===== config.mk =====
export PLATFORM = sky130hd
export DESIGN_NAME = mdio_master
export DESIGN_NICKNAME = d
export VERILOG_FILES = /design/src/rtl/mdio_pkg.sv /design/src/rtl/mdio_clkgen.sv /design/src/rtl/mdio_frame_eng.sv /design/src/rtl/mdio_master.sv
export SDC_FILE = /design/constraint.sdc
export NUM_CORES = 1
export LEC_CHECK = 0
export BUFFER_PORTS_ARGS = -buffer_cell sky130_fd_sc_hd__buf_2
export CAP_MARGIN = 5
export CELL_PAD_IN_SITES_DETAIL_PLACEMENT = 1
export CELL_PAD_IN_SITES_GLOBAL_PLACEMENT = 2
export CORE_ASPECT_RATIO = 0.6
export CORE_MARGIN = 4
export CORE_UTILIZATION = 39
export CTS_BUF_LIST = sky130_fd_sc_hd__clkbuf_8
export DETAILED_ROUTE_END_ITERATION = 7
export GPL_TIMING_DRIVEN = 0
export MAX_ROUTING_LAYER = met4
export PLACE_DENSITY = 0.87
export SLEW_MARGIN = 20
export SYNTH_ARGS = -nofsm -noshare
export SYNTH_HDL_FRONTEND = slang
export SYNTH_SLANG_ARGS = --single-unit

===== constraint.sdc =====
create_clock -name clk -period 3.9 [get_ports clk]
set_input_delay 0.39 -clock clk [delete_from_list [all_inputs] [get_ports clk]]
set_output_delay 0.39 -clock clk [all_outputs]
set_load 0.05 [all_outputs]

===== src/rtl/mdio_pkg.sv =====
package mdio_pkg;
  localparam int FRAME_BITS = 64;
  localparam int DATA_W     = 16;
  localparam int FLD_W      = 5;
  localparam int PRE_BITS   = 32;

  typedef enum logic [1:0] {SEL_CFG = 2'd0, SEL_CTL = 2'd1, SEL_DATA = 2'd2, SEL_ADDR = 2'd3} reg_sel_e;
  typedef enum logic [1:0] {FK_ADDR = 2'd0, FK_WRITE = 2'd1, FK_READ = 2'd2} frame_kind_e;

  function automatic logic [FRAME_BITS-1:0] build_frame(
      input logic c45, input frame_kind_e kind,
      input logic [FLD_W-1:0] phy, input logic [FLD_W-1:0] dev,
      input logic [DATA_W-1:0] payload);
    logic [1:0] st, op, ta;
    st = c45 ? 2'b00 : 2'b01;
    ta = (kind == FK_READ) ? 2'b11 : 2'b10;
    unique case (kind)
      FK_ADDR:  op = 2'b00;
      FK_WRITE: op = 2'b01;
      default:  op = c45 ? 2'b11 : 2'b10;
    endcase
    return {{PRE_BITS{1'b1}}, st, op, phy, dev, ta, payload};
  endfunction
endpackage


===== src/rtl/mdio_clkgen.sv =====
module mdio_clkgen #(
  parameter int DIV_W = 8
) (
  input  logic             clk,
  input  logic             rst_n,
  input  logic             run,
  input  logic [DIV_W-1:0] div,
  output logic             mdc,
  output logic             rise_stb,
  output logic             fall_stb
);
  logic [DIV_W-1:0] cnt_q, cnt_d, div_eff;
  logic             mdc_q, mdc_d, tick;

  always_comb begin
    div_eff = (div == '0) ? DIV_W'(1) : div;
    tick    = run && (cnt_q == div_eff - DIV_W'(1));
    cnt_d   = (!run || tick) ? '0 : cnt_q + DIV_W'(1);
    mdc_d   = !run ? 1'b0 : (tick ? ~mdc_q : mdc_q);
  end

  always_ff @(posedge clk or negedge rst_n) begin
    if (!rst_n) begin
      cnt_q <= '0;
      mdc_q <= 1'b0;
    end else begin
      cnt_q <= cnt_d;
      mdc_q <= mdc_d;
    end
  end

  assign mdc      = mdc_q;
  assign rise_stb = tick && !mdc_q;
  assign fall_stb = tick && mdc_q;

  // after a mid-count cycle the clock level has held
  p_mdc_hold_r3: assert property (@(posedge clk) disable iff (!rst_n)
    run && $past(run) && cnt_q != '0 |-> $stable(mdc_q));
endmodule


===== src/rtl/mdio_frame_eng.sv =====
module mdio_frame_eng
  import mdio_pkg::*;
(
  input  logic                  clk,
  input  logic                  rst_n,
  input  logic                  start,
  input  logic [FRAME_BITS-1:0] frame_in,
  input  logic                  is_read,
  input  logic                  neg_edge,
  input  logic                  rise_stb,
  input  logic                  fall_stb,
  input  logic                  mdio_i,
  output logic                  busy,
  output logic                  mdio_o,
  output logic                  mdio_oe,
  output logic                  rd_done,
  output logic                  no_resp,
  output logic [DATA_W-1:0]     rd_data
);
  localparam int IDX_W = $clog2(FRAME_BITS);
  localparam logic [IDX_W-1:0] LAST_IDX = IDX_W'(FRAME_BITS - 1);
  localparam logic [IDX_W-1:0] TA1_IDX  = IDX_W'(FRAME_BITS - DATA_W - 2);
  localparam logic [IDX_W-1:0] TA2_IDX  = IDX_W'(FRAME_BITS - DATA_W - 1);

  logic                  busy_q, busy_d, last_q, last_d, rd_q, rd_d, neg_q, neg_d, nr_q, nr_d;
  logic [IDX_W-1:0]      idx_q, idx_d;
  logic [FRAME_BITS-1:0] frame_q, frame_d;
  logic [DATA_W-1:0]     sh_q, sh_d;

  always_comb begin
    busy_d = busy_q; last_d = last_q; rd_d = rd_q; neg_d = neg_q;
    nr_d = nr_q; idx_d = idx_q; frame_d = frame_q; sh_d = sh_q;
    if (start && !busy_q) begin
      busy_d = 1'b1; last_d = 1'b0; rd_d = is_read; neg_d = neg_edge;
      nr_d = 1'b0; idx_d = '0; frame_d = frame_in; sh_d = '0;
    end else if (busy_q) begin
      if (rise_stb) begin
        if (rd_q && idx_q == TA2_IDX) nr_d = mdio_i;
        if (rd_q && idx_q > TA2_IDX)  sh_d = {sh_q[DATA_W-2:0], mdio_i};
        if (idx_q == LAST_IDX)        last_d = 1'b1;
        else if (!neg_q)              idx_d = idx_q + IDX_W'(1);
      end
      if (fall_stb) begin
        if (last_q)     busy_d = 1'b0;
        else if (neg_q) idx_d = idx_q + IDX_W'(1);
      end
    end
  end

  always_ff @(posedge clk or negedge rst_n) begin
    if (!rst_n) begin
      busy_q <= 1'b0; last_q <= 1'b0; rd_q <= 1'b0; neg_q <= 1'b0;
      nr_q <= 1'b0; idx_q <= '0; frame_q <= '0; sh_q <= '0;
    end else begin
      busy_q <= busy_d; last_q <= last_d; rd_q <= rd_d; neg_q <= neg_d;
      nr_q <= nr_d; idx_q <= idx_d; frame_q <= frame_d; sh_q <= sh_d;
    end
  end

  assign busy    = busy_q;
  assign mdio_o  = frame_q[LAST_IDX - idx_q];
  assign mdio_oe = busy_q && !(rd_q && idx_q >= TA1_IDX);
  assign rd_done = busy_q && fall_stb && last_q && rd_q;
  assign no_resp = nr_q;
  assign rd_data = sh_q;

  // driven bit changes only right after the selected MDC edge
  p_neg_launch_r10: assert property (@(posedge clk) disable iff (!rst_n)
    busy_q && $past(busy_q) && neg_q && mdio_oe && $past(mdio_oe) && !$stable(mdio_o)
    |-> $past(fall_stb));
  p_pos_launch_r10: assert property (@(posedge clk) disable iff (!rst_n)
    busy_q && $past(busy_q) && !neg_q && mdio_oe && $past(mdio_oe) && !$stable(mdio_o)
    |-> $past(rise_stb));
  // line released when the reply is sampled
  p_release_r5: assert property (@(posedge clk) disable iff (!rst_n)
    busy_q && rd_q && rise_stb && idx_q > TA1_IDX |-> !mdio_oe);
endmodule


===== src/rtl/mdio_master.sv =====
module mdio_master
  import mdio_pkg::*;
#(
  parameter int DIV_W  = 8,
  parameter int ADDR_W = 4
) (
  input  logic              clk,
  input  logic              rst_n,
  input  logic              reg_wr,
  input  logic [ADDR_W-1:0] reg_addr,
  input  logic [31:0]       reg_wdata,
  output logic [31:0]       reg_rdata,
  output logic              mdc,
  output logic              mdio_o,
  output logic              mdio_oe,
  input  logic              mdio_i
);
  localparam int DIV_LSB = 8;
  localparam int C45_BIT = 6;
  localparam int NEG_BIT = 23;
  localparam int RD_BIT  = 15;

  reg_sel_e              sel;
  logic                  busy, wr_ok, go_addr, go_wr, go_rd, start;
  logic                  rise_stb, fall_stb, rd_done, no_resp;
  logic [DATA_W-1:0]     rd_data;
  logic [FRAME_BITS-1:0] frame;
  frame_kind_e           kind;
  logic [DIV_W-1:0]      div_q, div_d;
  logic                  c45_q, c45_d, neg_q, neg_d, rdreq_q, rdreq_d, err_q, err_d;
  logic [FLD_W-1:0]      phy_q, phy_d, dev_q, dev_d;
  logic [DATA_W-1:0]     data_q, data_d, addr_q, addr_d;
  logic                  wdata_unused;

  assign sel          = reg_sel_e'(reg_addr[3:2]);
  assign wdata_unused = ^{reg_wdata[31:24], reg_wdata[22:16], reg_addr[1:0]};
  assign wr_ok        = reg_wr && !busy;
  assign go_addr      = wr_ok && sel == SEL_ADDR && c45_q;
  assign go_wr        = wr_ok && sel == SEL_DATA;
  assign go_rd        = wr_ok && sel == SEL_CTL && reg_wdata[RD_BIT];
  assign start        = go_addr || go_wr || go_rd;

  always_comb begin
    kind  = go_addr ? FK_ADDR : (go_rd ? FK_READ : FK_WRITE);
    frame = build_frame(c45_q, kind,
                        go_rd ? reg_wdata[2*FLD_W-1:FLD_W] : phy_q,
                        go_rd ? reg_wdata[FLD_W-1:0] : dev_q,
                        reg_wdata[DATA_W-1:0]);
  end

  always_comb begin
    div_d = div_q; c45_d = c45_q; neg_d = neg_q; rdreq_d = rdreq_q;
    phy_d = phy_q; dev_d = dev_q; data_d = data_q; addr_d = addr_q; err_d = err_q;
    if (wr_ok) begin
      unique case (sel)
        SEL_CFG: begin
          div_d = reg_wdata[DIV_LSB +: DIV_W];
          c45_d = reg_wdata[C45_BIT];
          neg_d = reg_wdata[NEG_BIT];
        end
        SEL_CTL: begin
          dev_d   = reg_wdata[FLD_W-1:0];
          phy_d   = reg_wdata[2*FLD_W-1:FLD_W];
          rdreq_d = reg_wdata[RD_BIT];
        end
        SEL_DATA: data_d = reg_wdata[DATA_W-1:0];
        default:  addr_d = reg_wdata[DATA_W-1:0];
      endcase
    end
    if (go_rd) err_d = 1'b0;
    if (rd_done) begin
      err_d  = no_resp;
      data_d = no_resp ? '1 : rd_data;
    end
  end

  always_ff @(posedge clk or negedge rst_n) begin
    if (!rst_n) begin
      div_q <= '0; c45_q <= 1'b0; neg_q <= 1'b0; rdreq_q <= 1'b0;
      phy_q <= '0; dev_q <= '0; data_q <= '0; addr_q <= '0; err_q <= 1'b0;
    end else begin
      div_q <= div_d; c45_q <= c45_d; neg_q <= neg_d; rdreq_q <= rdreq_d;
      phy_q <= phy_d; dev_q <= dev_d; data_q <= data_d; addr_q <= addr_d; err_q <= err_d;
    end
  end

  always_comb begin
    reg_rdata = '0;
    unique case (sel)
      SEL_CFG: begin
        reg_rdata[0]                 = busy;
        reg_rdata[1]                 = err_q;
        reg_rdata[C45_BIT]           = c45_q;
        reg_rdata[DIV_LSB +: DIV_W]  = div_q;
        reg_rdata[NEG_BIT]           = neg_q;
      end
      SEL_CTL: begin
        reg_rdata[2*FLD_W-1:0] = {phy_q, dev_q};
        reg_rdata[RD_BIT]      = rdreq_q;
      end
      SEL_DATA: reg_rdata[DATA_W-1:0] = data_q;
      default:  reg_rdata[DATA_W-1:0] = addr_q;
    endcase
  end

  mdio_clkgen #(.DIV_W(DIV_W)) clkgen_i (
    .clk(clk), .rst_n(rst_n), .run(busy), .div(div_q),
    .mdc(mdc), .rise_stb(rise_stb), .fall_stb(fall_stb));

  mdio_frame_eng eng_i (
    .clk(clk), .rst_n(rst_n), .start(start), .frame_in(frame), .is_read(go_rd),
    .neg_edge(neg_q), .rise_stb(rise_stb), .fall_stb(fall_stb), .mdio_i(mdio_i),
    .busy(busy), .mdio_o(mdio_o), .mdio_oe(mdio_oe), .rd_done(rd_done),
    .no_resp(no_resp), .rd_data(rd_data));

  p_idle_mdc_low_r3: assert property (@(posedge clk) disable iff (!rst_n)
    !busy |-> !mdc);
  p_launch_by_write_r9: assert property (@(posedge clk) disable iff (!rst_n)
    $rose(busy) |-> $past(reg_wr));
  p_busy_ignore_r9: assert property (@(posedge clk) disable iff (!rst_n)
    busy && reg_wr |=> $stable({phy_q, dev_q, data_q, addr_q, div_q, c45_q, neg_q}));
  p_err_at_end_r8: assert property (@(posedge clk) disable iff (!rst_n)
    $rose(err_q) |-> $fell(busy));
endmodule


* Yosys cells after proc, flatten, opt, wreduce, memory -nomap -nowiden
Index checks and enable logic that the tools add are counted.
** Word-level totals
- Register bits after elaboration :: 123
- Bits of input ports :: 40
- Output and inout port bits :: 35
- Logic and storage cells :: 131
** Operators by class
- $add $sub $neg :: 4
- Magnitude comparators :: 3
- Equality and inequality tests :: 9
- Muxes and demuxes :: 52
- Bitwise gates (word level) :: 2
- Reduce and logical (&&, ||, !) cells :: 42
** Operator list (count)
- 16-bit two-way mux :: 8
- 6-bit two-way mux :: 8
- 1-bit two-way mux :: 21
- 1-bit logical AND :: 17
- 8-bit two-way mux :: 2
- 2-bit nonzero test :: 8
- 5-bit case mux with 3 select lines :: 1
- 6-bit == test, second input constant :: 2
- 2-bit case mux with 3 select lines :: 2
- 4-bit case mux with 3 select lines :: 1
- 5-bit two-way mux :: 2
- 1-bit case mux with 3 select lines :: 3
- 3-bit AND reduction :: 3
- 8-bit by 1-bit adder with 8-bit output, second input constant :: 1
- 8-bit == test :: 1
- 8-bit zero test :: 1
- 2-bit AND reduction :: 4
- 8-bit by 1-bit subtractor with 8-bit output, second input constant :: 1
- 6-bit by 7-bit < comparator with 1-bit output, second input constant :: 1
- 6-bit by 1-bit adder with 6-bit output, second input constant :: 1
- 1-bit binary-select mux with 6-bit select :: 1
- 2-bit == test, second input constant :: 3
- 6-bit greater-or-equal comparator, second input constant :: 1
- 6-bit greater-than comparator, second input constant :: 1
- other kinds (10) :: 18

* Depth between registers and ports, before layout
Gate-level depths: netlist (run 1).
- Word-level depth :: 12
- Gate-level depth with buffers :: 12
- Gate-level depth less buffers :: 9

* Hierarchy
Synthesis (run 1) repeated with hierarchy kept, for this count alone.
** Unflattened totals
- Cells, all modules :: 768
- Area total of the unflattened synthesis :: 7846.3 um^2
** Modules (own cells, without submodules)
- mdio_frame_eng :: instances 1, cells each 445, area each 4202.8 um^2, seq. area each 2277.2 um^2
- mdio_master :: instances 1, cells each 248, area each 2952.8 um^2, seq. area each 1351.3 um^2
- mdio_clkgen :: instances 1, cells each 75, area each 690.7 um^2, seq. area each 225.2 um^2

* Least setup slack after synthesis (run 1)
Ideal clock, no wire load.
- Path kind :: reg2reg
- Start point :: reg div_q[4]
- End point :: reg err_q
- Setup time :: 0.079 ns
- Arrival :: 2.710 ns
- Required time :: 3.821 ns
- Path slack :: 1.111 ns
- Stages on the path, launching flop included :: 13
- Path buffers :: 3
- Period minus slack after synthesis :: 2.789 ns
- Cells stage by stage :: dfrtp_1 > buf_6 > nor4_4 > a31oi_1 > ha_1 > xor2_1 > xnor2_1 > o2111ai_2 > a211oi_4 > and3_1 > buf_6 > buf_12 > mux2i_1
** Between the ends
- Word-level cells in the longest chain between the ends :: 10
- Elaborated cells on any way between the ends :: 11
- Classes of those cells :: add/sub: 1; eq/ne: 1; mux: 2; reduce/logical: 7
** Ends and longest elaborated chain
- start, declared :: line mdio_master.sv:29 : logic [DIV_W-1:0] div_q, div_d;
- start signal, assigned :: line mdio_master.sv:79 : div_q <= '0; c45_q <= 1'b0; neg_q <= 1'b0; rdreq_q <= 1'b0;
- start signal, assigned :: line mdio_master.sv:82 : div_q <= div_d; c45_q <= c45_d; neg_q <= neg_d; rdreq_q <= rdreq_d;
- 8-bit zero test :: line mdio_clkgen.sv:16 : div_eff = (div == '0) ? DIV_W'(1) : div;
- 8-bit two-way mux * :: line mdio_clkgen.sv:16
- 8-bit by 1-bit subtractor with 8-bit output * :: line mdio_clkgen.sv:17 : tick = run && (cnt_q == div_eff - DIV_W'(1));
- 8-bit == test * :: line mdio_clkgen.sv:17
- 1-bit logical AND * :: line mdio_clkgen.sv:17
- 1-bit logical AND * :: line mdio_clkgen.sv:34 : assign fall_stb = tick && mdc_q;
- 1-bit logical AND * (3 in series) :: line mdio_frame_eng.sv:63 : assign rd_done = busy_q && fall_stb && last_q && rd_q;
- 1-bit two-way mux or 2-bit nonzero test (tied branches)
- end signal, assigned :: line mdio_master.sv:83 : phy_q <= phy_d; dev_q <= dev_d; data_q <= data_d; addr_q <= addr_d; err_q <= err_d;
- end, declared :: line mdio_master.sv:30 : logic c45_q, c45_d, neg_q, neg_d, rdreq_q, rdreq_d, err_q, err_d;
Mark *: on every way between the ends. The rest lies on a longest branch, timed or not.
A chain may end at the register's enable or synchronous reset.

* Worst setup path in the final report (run 1)
- Start point :: reg div_q[4]
- End point :: reg data_q[15]
** Between the ends
- Word-level cells in the longest chain between the ends :: 11
- Elaborated cells on any way between the ends :: 13
- Classes of those cells :: add/sub: 1; eq/ne: 1; mux: 2; reduce/logical: 9
** Ends and longest elaborated chain
- 8-bit zero test :: line mdio_clkgen.sv:16
- 8-bit two-way mux * :: line mdio_clkgen.sv:16
- 8-bit by 1-bit subtractor with 8-bit output * :: line mdio_clkgen.sv:17
- 8-bit == test * :: line mdio_clkgen.sv:17
- 1-bit logical AND * :: line mdio_clkgen.sv:17
- 1-bit logical AND * :: line mdio_clkgen.sv:34
- 1-bit logical AND * (3 in series) :: line mdio_frame_eng.sv:63
- 2-bit nonzero test (no source line)
- 2-bit AND reduction (no source line)
- end signal, assigned :: line mdio_master.sv:83
- end, declared :: line mdio_master.sv:32 : logic [DATA_W-1:0] data_q, data_d, addr_q, addr_d;
Marked as above.

==> results list, run 1 <==
* Startpoint kind of the worst setup timing path: flip-flop
- Fmax: 296.7 MHz
- Hold Crit Class: in2async
- Cell internal power was estimated by the tool at 3.355 mW.
- Fraction of synthesis flops using an asynchronous set or reset pin: 1.000
- In this run the tool buffered the top-level ports with 42 buffer cells.
- FF+latch count, synth: 120
* Cell taking the most area after synthesis: dfrtp_1
* Worst Max-Slew Pin Slew: 0.7558 ns
* Fraction of layout instances using a drive strength above 1: 0.2213
* Area added between synthesis and finish: 15.88%
* Switching power total: around 2.3 mW
- Number of enable-type register cells in the synthesized netlist: 0
- DRC errors left: 0
- The die covers 18350 um2.
* Post-CTS setup buffer count: 0
- Critical path class: reg2reg
- Among all flip-flop cells after synthesis, the most frequent one is dfrtp_1.
- Worst Setup End Kind: flip-flop
- TritonCTS built the clock tree.
- Maximum root-to-sink buffer count: 2
* Worst slew margin relative to its limit: 0.4961
- In this run the standard cell core region covers about 16000 um2.
- H-tree Lvls: 4
* Final Hold Fails: 12
- Antenna-violating nets left: 0
- The share of synthesized area in the top cell type comes to 0.4758.
- Maximum number of pins on one net before global-route repair: slightly below 80
- Post-cts hold buffer count: 0
- Most used cells in the layout excluding fill and tap cells: nand2_1 (133), dfrtp_1 (120), mux2i_1 (60)
* Number of failing setup endpoints in the final timing report: 0
- For this design the static power due to leakage is 3.516 nW.
* Root Buffer: clkbuf_8
- Across every metal layer, demand over resource in global routing totals 0.2162.
* Run status: finished, violations left
- DIE HEIGHT: 106.5 um
* I/O pin total: 75
- Design Area, Final: 7313 um2
* Worst setup path startpoint: div_q[4]
- Worst EP arrival: 3.72 ns
* CP required: 4.25 ns
* Post-Place Cells: 868
- For this block, the initial DRC count from the detailed router was 328.
* Post-layout minimum cycle time: about 3.4 ns
* Post_cts resized: 0
* Commonest non-fill, non-tap cell in the layout: nand2_1
- Final worst path period share: 0.8643
- The startpoint identified for the worst register-to-register timing path is div_q[4].
- Of the total power, the share spent switching nets is 0.4043.
- Routability-driven placement finished with a final weighted congestion of 0.7725.
- Critical Path Fanout Max: 10
- Number of global-route vias before repair: 5124
* Global-route wire length before repair: 29570 um
- Number of non-filler instances in the completed layout: 900
- VDD IR max: 0.3005 mV
* Latest clock arrival within the worst-skew pair: ~0.44 ns
* Setup repair after global routing missed its margin: no
- Mapped Area: ~6300 um2
- Of the synthesized area, sequential elements account for 0.4758.
- At the end of the flow, the number of nets in the layout was 727.
- For flop-to-flop paths, the worst setup slack is ~0.53 ns.
* Top post-synthesis cells by area: dfrtp_1 (48%), mux2i_1 (9.5%), nand2_1 (7.9%)
* Routed vias: 4849
- The initialized floorplan defines 35 standard-cell rows.
- Worst clock skew on the final layout: between 0.01 and 0.015 ns
* Clock slew seen by the registers of the worst setup and hold paths: 0.08 ns
- Power density cells: 770.2 nW/um2
- Initial Utilization: 0.4048
* Post-synthesis area per instance: 10.38 um2
- Max-slew violation count: 0
- After routing, the total negative slack on setup checks comes to 0 ns.
- After detailed routing, the number of vias per cell comes to about 5.4.
* Overflow after GRT: 0
- On the final layout, the worst hold slack is -0.01722 ns.
- Once detailed placement completed, the half-perimeter wirelength came to 13510 um.
- Standard cell area after detailed placement: 6854 um2
- Buffers inserted during clock tree synthesis total 17.
- Die span in x: 172.2 um
- Average wire per standard cell: 20.64 um
- Violations in the final reports: hold timing
- Of the total power, the clock network draws 0.236.
- Synth Instances: 608
- During synthesis, Yosys emitted a total of 0 warnings.
* Share of power burned in registers: 0.387
- Final Routed Wirelength: 18580 um
- The initial antenna violation count was 0.
- Logic pwr share: 0.377
- The first TritonRoute pass finished after 5 iterations.
- Yosys mapped the design onto 54 distinct sky130hd cell types.
- CTS saw 120 sinks.
- Maxcap violations: 0
==> critical path, stage by stage (launching register included) <==
cell       delay [ns]
dfrtp_1          0.38
buf_6            0.15
nor4_4           0.33
a31oi_1          0.14
ha_1             0.24
xor2_1           0.16
xnor2_1          0.25
o2111ai_2        0.31
a211oi_4         0.41
and3_1           0.35
buf_6            0.20
buf_12           0.16
mux2i_1          0.20
==> per-layer routing <==
layer | wire length [um] | GRT usage | vias up | part of all wire
li1 | - | - | 2233 | -
met1 | 9424 | 0.3229 | 2494 | 0.51
met2 | 8202 | 0.3084 | 102 | 0.44
met3 | 770 | 0.04236 | 20 | 0.041
met4 | 178 | 0.04150 | 0 | 0.0096
met5 | 0 | - | - | 0
==> state kept, by name, indices dropped and copies added (netlist names), 5 cells and up <==
signal / count
eng_i.frame_q: 30
addr_q: 16
data_q: 16
eng_i.rd_data: 16
clkgen_i.cnt_q: 8
div_q: 8
eng_i.idx_q: 6
dev_q: 5
phy_q: 5
==> cell usage after synthesis, types with 8 or more instances <==
cell	n
a21oi_1	8
nor2_1	52
buf_4	15
mux4_2	14
mux2_2	29
o21ai_0	14
mux2i_1	60
dfrtp_1	120
a22o_1	10
xor2_1	11
nand2_1	133
nand3_1	12
clkbuf_1	22
==> cells by family (layout without fill, tap and decap cells) <==
logic type | after synthesis | after routing | share of synthesized area
compound gates | 68 | 68 | 0.08287
xor+xnor | 16 | 16 | 0.02220
mux | 103 | 103 | 0.1969
flops | 120 | 120 | 0.4758
simple gates | 238 | 238 | 0.1644
other cells | 1 | 16 | 0.0005942
fa+ha+maj | 3 | 3 | 0.005948
buf+inv | 59 | 133 | 0.05135
==> through the flow <==
stage	utilization	hold slack, ns	worst slack (ns)	total power, mW
after floorplan	-	0.09441	1.111	3.662
after global placement	0.4380	0.4459	0.6860	4.151
after detailed placement	0.4396	0.4572	0.5396	4.290
after CTS	0.4689	0.01224	0.5078	5.646
after global routing	0.4689	0.04709	0.2173	5.972
final	0.4691	-0.01722	0.5291	5.633
==> power by group through the flow <==
stage               Clock (mW)  Sequential (mW)  Combinational, mW
floorplan                    0             2.04               1.62
global placement             0             2.15               2.00
detailed placement           0             2.20               2.09
CTS                       1.35             2.17               2.13
global route              1.40             2.24               2.33
finish                    1.33             2.18               2.12
==> layout make-up <==
type | count | area, um2
antenna | 1 | 2.502
buffer | 52 | 297.8
clock buffer | 17 | 234.0
clock inverter | 14 | 222.7
fill | 1754 | 8277
inverter | 7 | 26.28
multi-input combinational | 443 | 3037
sequential | 120 | 3003
tap | 203 | 254.0
timing repair buffer | 43 | 236.5
==> worst paths after layout <==
check,endpoint,depth (start not counted)
setup / recovery,data_q[15],12
hold / removal,eng_i.idx_q[4],1
setup reg to reg,data_q[15],12
hold reg to reg,eng_i.frame_q[0],2
max in group asynchronous,eng_i.rd_data[5],2
min in group clk,neg_q,2
Note: power is estimated with default switching activity, not from simulation.
==> inputs of run 2 (changes only) <==
--- a/config.mk
+++ b/config.mk
@@ -5,18 +5,19 @@
 export SDC_FILE = /design/constraint.sdc
 export NUM_CORES = 1
 export LEC_CHECK = 0
+export ABC_AREA = 1
 export BUFFER_PORTS_ARGS = -buffer_cell sky130_fd_sc_hd__buf_2
 export CAP_MARGIN = 5
 export CELL_PAD_IN_SITES_DETAIL_PLACEMENT = 1
 export CELL_PAD_IN_SITES_GLOBAL_PLACEMENT = 2
 export CORE_ASPECT_RATIO = 0.6
 export CORE_MARGIN = 4
-export CORE_UTILIZATION = 39
+export CORE_UTILIZATION = 36
 export CTS_BUF_LIST = sky130_fd_sc_hd__clkbuf_8
 export DETAILED_ROUTE_END_ITERATION = 7
 export GPL_TIMING_DRIVEN = 0
 export MAX_ROUTING_LAYER = met4
-export PLACE_DENSITY = 0.87
+export PLACE_DENSITY = 0.88
 export SLEW_MARGIN = 20
 export SYNTH_ARGS = -nofsm -noshare
 export SYNTH_HDL_FRONTEND = slang
==> run 2 against run 1 <==
Against the previous run: the run now ends clean; global-route usage up 1.9 points; clock skew up 0.0040 ns; clock power about the same; first-iteration DRC count up 26%; hold slack better by 0.19 ns; critical path depth down 3; die area up 11%; wire length up 23%; synthesized area up 3.0%; critical path type is now reg2out.
==> results list, run 2 <==
* WHS Path Cells: 3
* Share of synthesized area occupied by flip-flops and latches: 0.4620
* Commonest non-fill, non-tap cell in the layout: nand2_1
- After floorplanning, the core was sized to cover 17410 um2.
- Fmax: between 300 and 400 MHz
* Post-layout minimum cycle time: 3.197 ns
* Overflow after GRT: 0
* Setup repair after global routing missed its margin: no
* Antenna violations before repair: 0
* Critical Path Fanout Max: 10
* Final worst path period share: 0.8197
- Area taken by flip-flops and latches: approximately 3000 um2
- By startpoint and endpoint, the worst setup path is classified as reg2out.
* Routed vias: 6107
* Net count, final: between 900 and 1000
- The run finished with clean final reports.
- For flop-to-flop paths, the worst setup slack is between 0.9 and 1 ns.
- Max-slew violation count: 0
- Relative contribution of the clock network to total power: 0.229
- Total power: 5.819 mW
* CP required: 3.51 ns
* H-tree Lvls: 4
* Filler instances: 2210
- Final Hold Fails: 0
* Area taken by multi-input logic gates: 2875 um2
* Overall routing resource usage: 0.2349
- In the synthesized netlist the dominant register cell turns out to be dfrtp_1.
- The biggest area contributor in the post-synthesis netlist is dfrtp_1.
* Root Buffer: clkbuf_8
* Worst Setup End Kind: output port
- Vias per cell: approximately 5.3
- DIE HEIGHT: ~110 um
- Hold Crit Class: in2reg
* Number of failing setup endpoints in the final timing report: 0
- Average wire per standard cell: 19.72 um
- Synth Instances: 835
- Switching power total: 2.606 mW
- The share of synthesized area in the top cell type comes to 0.4620.
- The first global-routing pass estimated 35890 um of wire.
* Switching Fraction: 0.4478
- The finished cells cover 7556 um2.
- Fraction of synthesis flops using an asynchronous set or reset pin: 1.000
* Pre-Repair DR Iteration Count: 4
- In the final layout, the share of cells above drive strength 1 is 0.1568.
- During synthesis, Yosys emitted a total of 0 warnings.
- Share of power burned in registers: 0.364
- Top post-synthesis cells by area: dfrtp_1 (46%), nand2_1 (13%), o21ai_0 (7.9%)
* Worst EP arrival: approximately 2.8 ns
- Latest clock arrival within the worst-skew pair: 0.46 ns
- The congestion estimate from routability-driven global placement came to 0.9153.
* FF+latch count, synth: 120
* Area of the die: 20340 um2
- Prior to clock tree synthesis, the placed netlist has a worst setup slack of about 0.95 ns.
- TritonCTS built the clock tree.
* Number of global-route vias before repair: 6029
- Clock slew seen by the registers of the worst setup and hold paths: 0.09 ns
* Area added between synthesis and finish: 16.25%
* I/O pin total: 75
* Standard cell area after detailed placement: 7093 um2
* Logic pwr share: 0.407
- In the routed design, unresolved DRC markers number 0.
- Across all setup checks in the final design, the least slack found is 0.7032 ns.
- Final Routed Wirelength: 22860 um
- VDD IR max: between 0.3 and 0.4 mV
* Unique cell type count in the Yosys netlist: 47
- Number of buffers inserted during clock tree synthesis: 17
- After routing, the total negative slack on setup checks comes to 0 ns.
* Antenna-violating nets left: 0
- A synthesized cell averages ~8 um2.
* Dpl hpwl: 17280 um
- Number of cells on the worst reg-to-reg path: 18
- Post_cts resized: 0
* R2r endpoint: data_q[11]
- The startpoint identified for the worst register-to-register timing path is div_q[3].
* Power density cells: 770.1 nW/um2
* Post-CTS setup buffer count: 0
- Most used standard cell by instance count after synthesis: nand2_1
- Static Leakage: between 3 and 4 nW
* Sink of the worst hold path: neg_q
- The worst setup path is launched from a flip-flop.
- Yosys mapped a number of flops with a built-in enable equal to 0.
- Max-cap violations in this run came to 0.
- Hold wc startpoint: reg_wdata[23]
- Number of flip-flops under the largest register name: 30
* Initial Utilization: 0.3734
* Worst slew margin relative to its limit: 0.4515
- The internal portion of the total power is 3.213 mW.
- In this run the deepest clock path goes through 2 buffers.
- In this run the cell area of the synthesized design comes to between 6000 and 7000 um2.
* Standard-cell row count: 37
- The repair_antennas step left the layout with diodes totalling 0.
- Across the routed clock network, the largest skew measured is 0.01723 ns.
- In this run the horizontal extent of the chip is approximately 180 um.
* Post-cts hold buffer count: 1
- Leaving out fill and tap cells, the most frequent cells in the layout are nand2_1 (222), dfrtp_1 (120), o21ai_0 (102).
- # clock sinks: 120
- Maximum number of pins on one net before global-route repair: between 60 and 70
- Counting instances in the post-synthesis netlist gives the leading cell types as nand2_1 (222), dfrtp_1 (120), o21ai_0 (102).
- The register with the most flip-flops in the final layout is eng_i.frame_q.
* Worst Max-Slew Pin Slew: 0.8197 ns
* Initial DRC Count: 412
- Count of input and output buffers: 42
run 2: cell count changes in the layout (fill, tap and decap cells not counted), sizes merged, moves of 8 or more:
cell,change
mux2,-29
o21ai,+106
inv,+96
nand2,+97
a21oi,+8
nand4,+26
o211ai,+12
nand3,+29
mux2i,-59
mux4,-14
a22o,-10
run 2: cells by family (layout without fill, tap and decap cells):
group	after synthesis	after routing	share of synthesized area
fa+ha+maj	3	3	0.005775
other cells	1	15	0.0005769
buf+inv	155	231	0.1038
xor+xnor	10	10	0.01348
flops	120	120	0.4620
mux	1	1	0.001540
simple gates	371	371	0.2620
compound gates	174	174	0.1509
run 2: worst max-delay path: stages (launching register included):
cell and delay (ns):
dfrtp_1 0.38, clkbuf_1 0.24, inv_1 0.23, clkbuf_1 0.39, o21ai_0 0.16, o22ai_1 0.23
nand2_1 0.10, a31o_2 0.25, o211ai_1 0.08, buf_2 0.29
run 2: metal layers:
| layer | GRT usage | vias up | part of all wire |
|---|---|---|---|
| met4 | 0.04198 | 0 | 0.0086 |
| met2 | 0.3040 | 158 | 0.40 |
| met5 | - | - | 0 |
| li1 | - | 2857 | - |
| met1 | 0.3655 | 3074 | 0.53 |
| met3 | 0.06250 | 18 | 0.063 |
run 2: metrics by stage:
step                      cells  hold WS, ns  utilization
after global placement     1125       0.4540       0.4053
after detailed placement   1126       0.3433       0.4075
after global routing       1159       0.1692       0.4341
after CTS                  1159       0.1543       0.4341
final                      1159       0.1737       0.4341
after floorplan             849      0.09441            -
run 2: power by group through the flow:
| stage | Sequential (mW) | Clock, mW | Combinational (mW) |
|---|---|---|---|
| floorplan | 2.01 | 0 | 1.75 |
| global placement | 2.11 | 0 | 2.28 |
| detailed placement | 2.13 | 0 | 2.35 |
| CTS | 2.11 | 1.34 | 2.37 |
| global route | 2.18 | 1.41 | 2.64 |
| finish | 2.12 | 1.33 | 2.37 |
run 2: worst max path at each step:
stage                    from        endpoint  slack, ns  cells after the start
2_1_floorplan        div_q[3]      data_q[10]       1.42                     16
3_3_place_gp            rst_n  eng_i.idx_q[5]       0.76                      1
3_5_place_dp         div_q[3]       data_q[2]       0.95                     18
4_1_cts        eng_i.idx_q[1]          mdio_o       0.70                      9
5_1_grt        eng_i.idx_q[1]          mdio_o       0.48                      9
6_report       eng_i.idx_q[1]          mdio_o       0.70                      9
run 2: area by class of cell:
cell class,instances,area share
sequential,120,0.3974
multi-input combinational,574,0.3805
inverter,104,0.05200
tap,234,0.03875
buffer,51,0.03726
clock buffer,19,0.03461
timing repair buffer,44,0.03411
clock inverter,13,0.02534
